--- config.mk ---
export PLATFORM = sky130hd
export DESIGN_NAME = word_shifter
export DESIGN_NICKNAME = d
export VERILOG_FILES = /design/src/rtl/shifter_pkg.sv /design/src/rtl/shift_ctrl.sv /design/src/rtl/shift_datapath.sv /design/src/rtl/word_shifter.sv
export SDC_FILE = /design/constraint.sdc
export NUM_CORES = 1
export LEC_CHECK = 0
export CAP_MARGIN = 40
export CORE_ASPECT_RATIO = 0.7
export CORE_MARGIN = 2
export CORE_UTILIZATION = 45
export DETAILED_ROUTE_END_ITERATION = 16
export HOLD_SLACK_MARGIN = 0.05
export PLACE_DENSITY = 0.79
export SYNTH_ARGS = -nofsm -noshare
export SYNTH_HDL_FRONTEND = slang
export SYNTH_SLANG_ARGS = --single-unit
--- constraint.sdc ---
create_clock -name clk -period 3.8 [get_ports clk]
set_input_delay 0.76 -clock clk [delete_from_list [all_inputs] [get_ports clk]]
set_output_delay 0.76 -clock clk [all_outputs]
set_load 0.02 [all_outputs]
--- src/rtl/shifter_pkg.sv ---
package shifter_pkg;
  localparam int DATA_W = 32;
  localparam int CNT_W  = $clog2(DATA_W);

  typedef enum logic [1:0] {
    SH_LSR = 2'b00,
    SH_ASR = 2'b01,
    SH_LSL = 2'b10,
    SH_ROL = 2'b11
  } shKind_e;

  typedef struct packed {
    logic             load;
    shKind_e          kind;
    logic [CNT_W-1:0] amount;
  } shStrobe_t;
endpackage

--- src/rtl/shift_ctrl.sv ---
module shift_ctrl
  import shifter_pkg::*;
#(
  parameter int DW = DATA_W,
  parameter int CW = CNT_W
) (
  input  logic          clk,
  input  logic          rst_n,
  input  logic          inValid,
  input  logic [1:0]    shiftKind,
  input  logic [CW-1:0] countField,
  input  logic [DW-1:0] countReg,
  output shStrobe_t     strobe,
  output logic          outValid
);
  logic fieldZero;

  always_comb begin
    fieldZero     = (countField == '0);
    strobe.load   = inValid;
    strobe.kind   = shKind_e'(shiftKind);
    strobe.amount = fieldZero ? countReg[CW-1:0] : countField;
  end

  always_ff @(posedge clk) begin
    if (!rst_n) outValid <= 1'b0;
    else        outValid <= inValid;
  end

  // valid follows request with one cycle of latency
  p_valid_rise_r9: assert property (@(posedge clk) disable iff (!rst_n)
    inValid |=> outValid);
  p_valid_idle_r9: assert property (@(posedge clk) disable iff (!rst_n)
    !inValid |=> !outValid);
endmodule

--- src/rtl/shift_datapath.sv ---
module shift_datapath
  import shifter_pkg::*;
#(
  parameter int DW = DATA_W,
  parameter int CW = CNT_W
) (
  input  logic          clk,
  input  logic          rst_n,
  input  shStrobe_t     strobe,
  input  logic [DW-1:0] operand,
  output logic [DW-1:0] result
);
  logic [DW-1:0] stg [0:CW];
  logic          signBit;

  assign signBit = operand[DW-1];
  assign stg[0]  = operand;

  for (genvar i = 0; i < CW; i++) begin : g_stage
    localparam int S = 1 << i;
    logic [DW-1:0] moved;
    always_comb begin
      unique case (strobe.kind)
        SH_LSR:  moved = {{S{1'b0}}, stg[i][DW-1:S]};
        SH_ASR:  moved = {{S{signBit}}, stg[i][DW-1:S]};
        SH_LSL:  moved = {stg[i][DW-1-S:0], {S{1'b0}}};
        default: moved = {stg[i][DW-1-S:0], stg[i][DW-1:DW-S]};
      endcase
    end
    assign stg[i+1] = strobe.amount[i] ? moved : stg[i];
  end

  always_ff @(posedge clk) begin
    if (!rst_n)           result <= '0;
    else if (strobe.load) result <= stg[CW];
  end

  // zero count passes operand through
  p_zero_pass_r8: assert property (@(posedge clk) disable iff (!rst_n)
    (strobe.load && strobe.amount == '0) |=> result == $past(operand));
  // result holds without a request
  p_hold_r9: assert property (@(posedge clk) disable iff (!rst_n)
    !strobe.load |=> $stable(result));
  // arithmetic right keeps a set sign bit
  p_sign_fill_r3: assert property (@(posedge clk) disable iff (!rst_n)
    (strobe.load && strobe.kind == SH_ASR && operand[DW-1]) |=> result[DW-1]);
  // left shift by nonzero count clears bit 0
  p_left_lsb_r4: assert property (@(posedge clk) disable iff (!rst_n)
    (strobe.load && strobe.kind == SH_LSL && strobe.amount != '0) |=> !result[0]);
  // logical right by nonzero count clears bit 31
  p_right_msb_r2: assert property (@(posedge clk) disable iff (!rst_n)
    (strobe.load && strobe.kind == SH_LSR && strobe.amount != '0) |=> !result[DW-1]);
  // rotate preserves population count
  p_rot_pop_r5: assert property (@(posedge clk) disable iff (!rst_n)
    (strobe.load && strobe.kind == SH_ROL) |=> $countones(result) == $countones($past(operand)));
endmodule

--- src/rtl/word_shifter.sv ---
module word_shifter
  import shifter_pkg::*;
#(
  parameter int DW = DATA_W,
  parameter int CW = CNT_W
) (
  input  logic          clk,
  input  logic          rst_n,
  input  logic          inValid,
  input  logic [DW-1:0] operand,
  input  logic [1:0]    shiftKind,
  input  logic [CW-1:0] countField,
  input  logic [DW-1:0] countReg,
  output logic          outValid,
  output logic [DW-1:0] result
);
  shStrobe_t strobe;

  shift_ctrl #(.DW(DW), .CW(CW)) u_ctrl (
    .clk(clk), .rst_n(rst_n), .inValid(inValid), .shiftKind(shiftKind),
    .countField(countField), .countReg(countReg), .strobe(strobe), .outValid(outValid)
  );

  shift_datapath #(.DW(DW), .CW(CW)) u_dp (
    .clk(clk), .rst_n(rst_n), .strobe(strobe), .operand(operand), .result(result)
  );
endmodule

# ---- After elaboration in Yosys (flattened, before gate mapping)
# Index checks and enable logic that the tools add are counted.
dict set report totals {
  ff_bits 33
  latch_bits 0
  ramBits 0
  romBits 0
  in_bits 74
  word_cells 17
  memories 0
}
dict set report classes {
  addsub 0
  multipliers 0
  div 0
  order_cmp 0
  eq_ne 2
  shifts 0
  muxes 11
  n_bitwise 0
  reduce_logical 2
}
# cell count
set ops {}
lappend ops {{$pmux W32 S3} 5}
lappend ops {{$mux W32} 5}
lappend ops {{$logic_not A5 Y1} 1}
lappend ops {{$mux W5} 1}
lappend ops {{$eq A2 B1 Y1 const B} 1}
lappend ops {{$eq A2 B2 Y1 const B} 1}
lappend ops {{$logic_not A2 Y1} 1}

# ---- Longest topological paths before layout
# Gate-level depths: netlist of the first run.
dict set report depth {
  word_depth 11
  depth_mapped 12
  mapped_depth_nobuf 8
}

# ---- Modules after synthesis
# Synthesis of the first run repeated with hierarchy kept, for this count alone.
dict set report unflattened {
  cells_unflattened 747
  area_unflattened_um2 5710.5
}
# mod n_inst cells_per_inst area_per_inst_um2 seq_area_each_um2
set modules_own_cells {}
lappend modules_own_cells {shift_datapath 1 730 5577.8 640.6}
lappend modules_own_cells {shift_ctrl 1 17 132.6 20.0}

# ---- Worst setup path before layout of the first run
# No wires, ideal clock.
dict set report synth_timing {
  path_kind {input to register}
  from {input countField[3]}
  to {register u_dp.result[4]}
  setup_ns 0.137
  t_arrival_ns 2.931
  slack_ns 0.733
  cell_stages 10
  n_path_buf 2
  cell_sequence {or3_1 > buf_6 > o21ai_4 > buf_12 > mux2_2 > a221o_1 > o2bb2ai_1 > a32oi_1 > a221oi_1 > a31oi_1}
}
dict set report synth_via {
  elab_chain_len 11
}
# element line
set synth_lines {}
lappend synth_lines {{from (decl)} word_shifter.sv:12} ;# input logic [CW-1:0] countField,
lappend synth_lines {{$logic_not A5 Y1} shift_ctrl.sv:19} ;# fieldZero = (countField == '0);
lappend synth_lines {{$mux W5 *} shift_ctrl.sv:22} ;# strobe.amount = fieldZero ? countReg[CW-1:0] : countField;
lappend synth_lines {{$mux W32} shift_datapath.sv:30} ;# assign stg[i+1] = strobe.amount[i] ? moved : stg[i];
lappend synth_lines {{$pmux W32 S3} shift_datapath.sv:23} ;# unique case (strobe.kind)
lappend synth_lines {{$mux W32} shift_datapath.sv:30}
lappend synth_lines {{$pmux W32 S3} shift_datapath.sv:23}
lappend synth_lines {{$mux W32} shift_datapath.sv:30}
lappend synth_lines {{$pmux W32 S3} shift_datapath.sv:23}
lappend synth_lines {{$mux W32} shift_datapath.sv:30}
lappend synth_lines {{$pmux W32 S3} shift_datapath.sv:23}
lappend synth_lines {{$mux W32 *} shift_datapath.sv:30}
lappend synth_lines {{to (signal assigned)} shift_datapath.sv:35} ;# else if (strobe.load) result <= stg[CW];
lappend synth_lines {{to (decl)} shift_datapath.sv:11} ;# output logic [DW-1:0] result
# Every way passes the cells marked *; elsewhere a longest branch is shown, timed or not.
# A chain may end at the register's enable or synchronous reset.

# ---- Worst setup path in the final report of the first run
dict set report layout_timing {
  from {input countField[3]}
  to {register u_dp.result[8]}
}
# The elaborated chain is that of the path after synthesis.

==> impl_metrics.csv, run 1 <==
group,metric,value,unit
global_routing,use_met2,57.5,%
layout,fillers,1275,
sta,period_minus_slack,3640,ps
critical_path,critPathCaptureType,"register",
floorplan,placementRows,35,
sta,skew,0,ps
logic_synthesis,avgSynthCellArea,7.47,um^2
critical_path,crit_path_frequent_cell,"buf_4",
placement,place.gp.congestion,1.05,
clock_network,cts_hold_buffers,0,
sta,maxSlewViolCount,0,
logic_synthesis,synth-edff-count,0,
drt,drt-vias-per-instance,7.23,
layout,final_nets,1016,
floorplan,fp.dieW,142,um
drt,drc,0,
critical_path,crit_slowest_cell,"or3_1",
critical_path,cp.buffers_inverters,5,
logic_synthesis,ys_warn_count,0,
logic_synthesis,yosysSeqAreaShare,10.9,%
critical_path,arrival,3820,ps
drt,wire_per_inst,26.2,um
global_routing,grt_remaining_overflow,0,
drt,num_vias,8029,
sta,tightest_slew,735,ps
layout,syn_to_final_growth,26.1,%
power,leakage,2.92,nW
sta,fmax,275,MHz
run_status,outcome,"completed",
logic_synthesis,yosysMostFrequentCell,"nand2_1",
sta,tns,0,ps
clock_network,clkLatencyLatePin,280,ps
sta,hold_viol_final,0,
logic_synthesis,async_flop_share,0,%
power,peakVddDrop,202,uV
sta,hold_ws,462,ps
clock_network,numCtsBuffers,5,
floorplan,coreArea,13100,um^2
logic_synthesis,synth_top_area_share,10.9,%
min_path,hp-class,"reg -> reg",
sta,slew-limit-headroom,51.0,%
global_routing,antenna_found_initial,0,
floorplan,start_util,45.9,%
logic_synthesis,yosys-top-cells-area,"dfxtp_1 11%, mux2i_1 6.0%, a21oi_1 5.3%",
clock_network,cts-root-buf,"clkbuf_16",
logic_synthesis,synth_common_cells,"74 x nand2_1, 64 x a21oi_1, 63 x nor2_1",
power,power_density,268,nW/um^2
sta,setup_viol,0,
sta,rsz0062_at_grt,"no",
critical_path,startpoint_type,"primary input",
floorplan,pin_count,107,
logic_synthesis,netlist.top_cell.by_area,"dfxtp_1",
logic_synthesis,synthesis.area,6040,um^2
placement,portBuffers,79,
global_routing,grt_pass1_wl,43.9,mm
critical_path,path_class,"in -> reg",
global_routing,use_met1,57.1,%
clock_network,clk_pin_slew,50,ps
drt,ant_nets,0,
logic_synthesis,syn_nets,882,
clock_network,cts_setup_buffers,0,
global_routing,met3_usage,15.9,%
critical_path,cp_cell_sequence,"clkdlybuf4s50_1 -> or3_1 -> o21ai_4 -> buf_4 -> buf_4 -> a21oi_1 -> buf_4 -> a22oi_1 -> o221ai_1 -> a21oi_1 -> buf_4 -> a21oi_1 -> o221a_2",
floorplan,dieArea,14400,um^2
clock_network,cts.sinks,33,
critical_path,worst_path_largest_cell_delay,450,ps
clock_network,cts_tree,"yes",
critical_path,required,3980,ps
floorplan,die_h,101,um
sta,finalCritPeriodShare,95.7,%
global_routing,grt-busiest-layer,"met2",
logic_synthesis,synth_cell_types,93,
global_routing,grt_pass1_vias,7239,
drt,drt_iter0_markers,1350,
clock_network,htreeDepth,2,
critical_path,critical-path-top-delay-family,"compound AO/OA/AOI/OAI gates",
layout,drive_above_1_share,21.4,%
clock_network,cts_buffer_depth,2,
logic_synthesis,synthFlopType,"dfxtp_1",
critical_path,critPathMaxFanout,13,
global_routing,grt_usage,40.3,%
placement,post-dp-hpwl,23.1,mm
logic_synthesis,synthCells,808,
global_routing,grt_start_max_net_pins,96,
logic_synthesis,yosys_register_bits,33,
drt,drt-total-wl,29.1,mm
flow_run,max_cap_violations,0,
drt,drt_first_pass_iters,6,
layout,finish.utilization,57.9,%
==> report_power, final <==
part	internal [mW]	switching (mW)	total (mW)
clock	0.327	0.157	0.484
combinational	0.472	0.688	1.16
sequential	0.378	0.0184	0.397
total	1.18	0.864	2.04
==> final timing paths <==
check                                                 start                          end  slack [ps]  cells after the start
worst max-delay path                          countField[3]  u_dp.result[8]$_SDFFE_PN0P_         160                     13
worst min-delay path            u_dp.result[2]$_SDFFE_PN0P_  u_dp.result[2]$_SDFFE_PN0P_         460                      1
worst max register to register  u_dp.result[6]$_SDFFE_PN0P_  u_dp.result[6]$_SDFFE_PN0P_        2720                      3
worst min register to register  u_dp.result[2]$_SDFFE_PN0P_  u_dp.result[2]$_SDFFE_PN0P_         460                      1
==> cells by family (layout without fill, tap and decap cells) <==
| group | count (synthesis) | after routing | synth area share, % |
|---|---|---|---|
| AO/OA/AOI/OAI | 400 | 400 | 48.5 |
| buffers and inverters | 89 | 224 | 11.2 |
| flip-flops | 33 | 33 | 10.9 |
| multiplexers | 62 | 62 | 12.1 |
| other | 0 | 1 | 0 |
| AND/OR/NAND/NOR | 224 | 224 | 17.2 |
==> cell type report <==
| type | instances | area (um^2) | area share [%] |
|---|---|---|---|
| antenna | 1 | 2.50 | 0.0329 |
| clock buffer | 6 | 139 | 1.82 |
| clock inverter | 2 | 37.5 | 0.493 |
| inverter | 10 | 37.5 | 0.493 |
| multi-input combinational | 686 | 4740 | 62.2 |
| sequential | 33 | 661 | 8.68 |
| tap | 166 | 208 | 2.73 |
| timing repair buffer | 206 | 1790 | 23.5 |
==> metal layers <==
metal | vias to the layer above | wire (um)
met5 | - | 0
met4 | 0 | 680
met3 | 70 | 4350
met2 | 664 | 11600
met1 | 3766 | 12500
li1 | 3529 | -
==> worst reg2reg max path: cells and delay by family, from the launching register on <==
kind / cells / cell delay (ps)
AND/OR/NAND/NOR: 2 / 590
AO/OA/AOI/OAI: 1 / 80
flip-flops: 1 / 360
==> layout by cell type (no fill, tap or decap), drive strengths merged, types with 14 or more instances in the layout <==
cell type / count
clkdlybuf4s50: 78
a221oi: 14
o22ai: 20
o211ai: 24
mux2: 20
a21oi: 66
nor2: 65
a31oi: 15
buf: 128
nand2: 74
mux2i: 37
o221ai: 15
a211oi: 39
o21ai: 68
nand3: 18
nor3: 22
dfxtp: 33
==> sequential cells by signal, summed over array words and instances, names as in the netlist <==
register / count
u_dp.result: 32
u_ctrl.outValid: 1
==> metrics by stage <==
step                      total power [mW]  instances  setup WS (ps)  instance area (um^2)
after global routing                  2.11       1109           41.5                  7610
after detailed placement              1.51       1101           -125                  7420
after CTS                             1.99       1109            165                  7600
after global placement                1.51       1101           -107                  7420
final                                 2.04       1110            163                  7610
after floorplan                       1.05        808            733                  6040
==> what timing repair did <==
action | 4_1_cts | 5_1_grt
endpoints found under the setup margin | 0 | 4
hold endpoints to repair | 0 | 0
gates resized for setup | 0 | 3
Power figures use the tool's default switching activity.
==> run 2, diff against run 1 <==
--- a/config.mk
+++ b/config.mk
@@ -5,13 +5,14 @@
 export SDC_FILE = /design/constraint.sdc
 export NUM_CORES = 1
 export LEC_CHECK = 0
+export ABC_AREA = 1
 export CAP_MARGIN = 40
 export CORE_ASPECT_RATIO = 0.7
 export CORE_MARGIN = 2
 export CORE_UTILIZATION = 45
 export DETAILED_ROUTE_END_ITERATION = 16
 export HOLD_SLACK_MARGIN = 0.05
-export PLACE_DENSITY = 0.79
+export PLACE_DENSITY = 0.81
 export SYNTH_ARGS = -nofsm -noshare
 export SYNTH_HDL_FRONTEND = slang
 export SYNTH_SLANG_ARGS = --single-unit
==> run 2 against run 1 <==
Against the previous run: utilization down 3.4 points; critical endpoint is now u_dp.result[6]$_SDFFE_PN0P_; routed wire length is 42% lower; register-to-register slack better by 280 ps; synthesized area fell by 17%; die area down 16%; setup slack improved by 400 ps; synthesized cell count is 21% higher; sequential cell count unchanged.
==> impl_metrics.csv, run 2 <==
group,metric,value,unit
drt,ant_nets,0,
global_routing,grt_pass1_vias,6037,
logic_synthesis,async_flop_share,0,%
flow_run,max_cap_violations,0,
floorplan,placementRows,32,
critical_path,critPathCaptureType,"register",
clock_network,htreeDepth,2,
critical_path,arrival,3400,ps
sta,rsz0062_at_grt,"no",
drt,drt_first_pass_iters,5,
clock_network,numCtsBuffers,5,
logic_synthesis,syn_nets,1055,
critical_path,worst_path_largest_cell_delay,490,ps
sta,period_minus_slack,3240,ps
layout,final_nets,1094,
placement,post-dp-hpwl,12.8,mm
layout,final_common_cell,"nand2_1",
logic_synthesis,synth_common_cells,"332 x nand2_1, 319 x nand3_1, 60 x inv_1",
logic_synthesis,yosysMostFrequentCell,"nand2_1",
min_path,min_path_cells,2,
critical_path,critical-path-top-delay-family,"simple AND/OR/NAND/NOR gates",
placement,place.gp.congestion,0.973,
clock_network,ctsResizeCount,0,
sta,skew,0,ps
sta,fmax,309,MHz
placement,portBuffers,79,
clock_network,cts_tree,"yes",
floorplan,fp.dieW,130,um
global_routing,grt_remaining_overflow,0,
drt,num_vias,6716,
sta,tns,0,ps
drt,drt-vias-per-instance,5.72,
clock_network,cts_setup_buffers,0,
power,peakVddDrop,190,uV
logic_synthesis,yosys_register_bits,33,
sta,finalCritPeriodShare,85.2,%
clock_network,cts_buffer_depth,2,
layout,fillers,1169,
floorplan,die_h,92.4,um
logic_synthesis,synth-edff-count,0,
min_path,holdCritStartpoint,"u_dp.result[28]$_SDFFE_PN0P_",
layout,reg_top3,"u_dp.result (32), u_ctrl.outValid (1)",
layout,multiInputGateArea,3770,um^2
logic_synthesis,synth_cell_types,30,
layout,seq_area,661,um^2
global_routing,antenna_found_initial,0,
clock_network,clkLatencyLatePin,270,ps
logic_synthesis,netlist.top_cell.by_area,"nand3_1",
critical_path,r2r-start,"u_dp.result[6]$_SDFFE_PN0P_",
clock_network,clk_pin_slew,60,ps
sta,setup_viol,0,
critical_path,path_class,"in -> reg",
critical_path,startpoint,"countField[1]",
sta,hold_viol_final,0,
clock_network,cts-root-buf,"clkbuf_16",
placement,place_inst,1166,
logic_synthesis,avgSynthCellArea,5.12,um^2
clock_network,cts_hold_buffers,0,
critical_path,crit_path_frequent_cell,"nand2_1",
floorplan,pin_count,107,
logic_synthesis,synthCells,981,
layout,n_antenna_cell,0,
layout,regMostFlops,"u_dp.result",
drt,wire_per_inst,14.3,um
logic_synthesis,synth_top_area_share,31.8,%
global_routing,grt_pass1_wl,28.4,mm
logic_synthesis,synthFlopType,"dfxtp_1",
layout,syn_to_final_growth,18.8,%
logic_synthesis,synthesis.area,5020,um^2
logic_synthesis,yosys-top-cells-area,"nand3_1 32%, nand2_1 25%, dfxtp_1 13%",
clock_network,cts.sinks,33,
floorplan,start_util,45.9,%
critical_path,startpoint_type,"primary input",
layout,final_cells,1174,
logic_synthesis,ys_warn_count,0,
critical_path,worstRegToRegCells,4,
critical_path,cp.buffers_inverters,3,
drt,drc,0,
critical_path,regToRegEndpoint,"u_dp.result[6]$_SDFFE_PN0P_",
critical_path,critPathMaxFanout,16,
critical_path,r2r_slack,3000,ps
critical_path,cp_cell_sequence,"clkdlybuf4s50_1 -> nor2_4 -> nand4_1 -> nand2_2 -> buf_4 -> nand2_1 -> nand2_1 -> nand2_1 -> nand3_2 -> nand2_1 -> nand2_1 -> nand3_1 -> nand3_1 -> nand3_1 -> nand3_1 -> nand2_1 -> o21ai_0 -> inv_1",
layout,drive_above_1_share,5.68,%
floorplan,coreArea,10900,um^2
layout,mostFrequentLayoutCells,"332 x nand2_1, 319 x nand3_1, 78 x clkdlybuf4s50_1",
floorplan,dieArea,12000,um^2
layout,largest_reg_flops,32,
critical_path,crit_slowest_cell,"clkdlybuf4s50_1",
logic_synthesis,yosysSeqAreaShare,13.2,%
critical_path,required,3960,ps
global_routing,grt_start_max_net_pins,88,
sta,maxSlewViolCount,0,
min_path,hp-class,"reg -> reg",
sta,tightest_slew,773,ps
global_routing,grt_usage,28.7,%
min_path,min_to,"u_dp.result[28]$_SDFFE_PN0P_",
drt,drt-total-wl,16.8,mm
sta,slew-limit-headroom,48.5,%
power,power_density,265,nW/um^2
drt,drt_iter0_markers,762,
run_status,outcome,"completed",
power,leakage,2.99,nW
[run 2: cell count changes in the layout (fill, tap and decap cells not counted), sizes merged, moves of 20 or more]
| cell | previous run | this run |
|---|---|---|
| nor3 | 22 | 0 |
| a211oi | 39 | 0 |
| inv | 8 | 64 |
| mux2i | 37 | 0 |
| buf | 128 | 21 |
| nor2 | 65 | 38 |
| nand2 | 74 | 342 |
| o21ai | 68 | 36 |
| o211ai | 24 | 4 |
| mux2 | 20 | 0 |
| nand3 | 18 | 327 |
[run 2: kinds of logic (layout without fill, tap and decap cells)]
kind of cell           after synthesis  after routing  share of synthesized area [%]
buffers and inverters              133            173                           11.7
AND/OR/NAND/NOR                    718            718                           64.6
AO/OA/AOI/OAI                       97             97                           10.5
flip-flops                          33             33                           13.2
[run 2: cell type report]
cell class / count / area share [%]
Multi-Input combinational cell: 815 / 63.3
Timing Repair Buffer: 99 / 15.9
Sequential cell: 33 / 11.1
Inverter: 66 / 4.15
Tap cell: 153 / 3.21
Clock buffer: 6 / 2.16
Clock inverter: 2 / 0.168
[run 2: worst reg2reg max path: stages, from the launching register on]
cell	delay [ps]
dfxtp_1	310
nor2_1	150
nor2_1	60
o21ai_0	120
inv_1	60
[run 2: worst max path at each step]
stage | endpoint | slack (ps) | cells past startpoint
6_report | u_dp.result[6]$_SDFFE_PN0P_ | 560 | 18
5_1_grt | u_dp.result[6]$_SDFFE_PN0P_ | 330 | 18
4_1_cts | u_dp.result[6]$_SDFFE_PN0P_ | 590 | 18
3_5_place_dp | u_dp.result[6]$_SDFFE_PN0P_ | 350 | 18
3_3_place_gp | u_dp.result[4]$_SDFFE_PN0P_ | 410 | 18
2_1_floorplan | u_dp.result[4]$_SDFFE_PN0P_ | 1450 | 18
[run 2: metrics by stage]
stage	cell area [um^2]	setup WS [ps]	power [mW]	hold slack, ps	util [%]
global placement	5820	410	1.18	455	53.3
finish	5960	561	1.58	466	54.6
detailed placement	5820	352	1.19	460	53.3
floorplan	5020	1450	0.951	545	-
global route	5960	326	1.70	488	54.6
CTS	5960	591	1.57	468	54.6
[run 2: metal layers]
layer	global-route usage (%)	share of wire (%)	up-vias
met1	39.9	44	3015
li1	-	-	3356
met4	5.91	1.3	0
met5	0	0	-
met2	44.8	44	321
met3	7.34	10	24
[run 2: where the power goes]
part	switching (mW)	internal (mW)	total, mW
logic	0.512	0.295	0.806
registers	0.0150	0.376	0.391
clock network	0.141	0.240	0.381
total	0.668	0.910	1.58
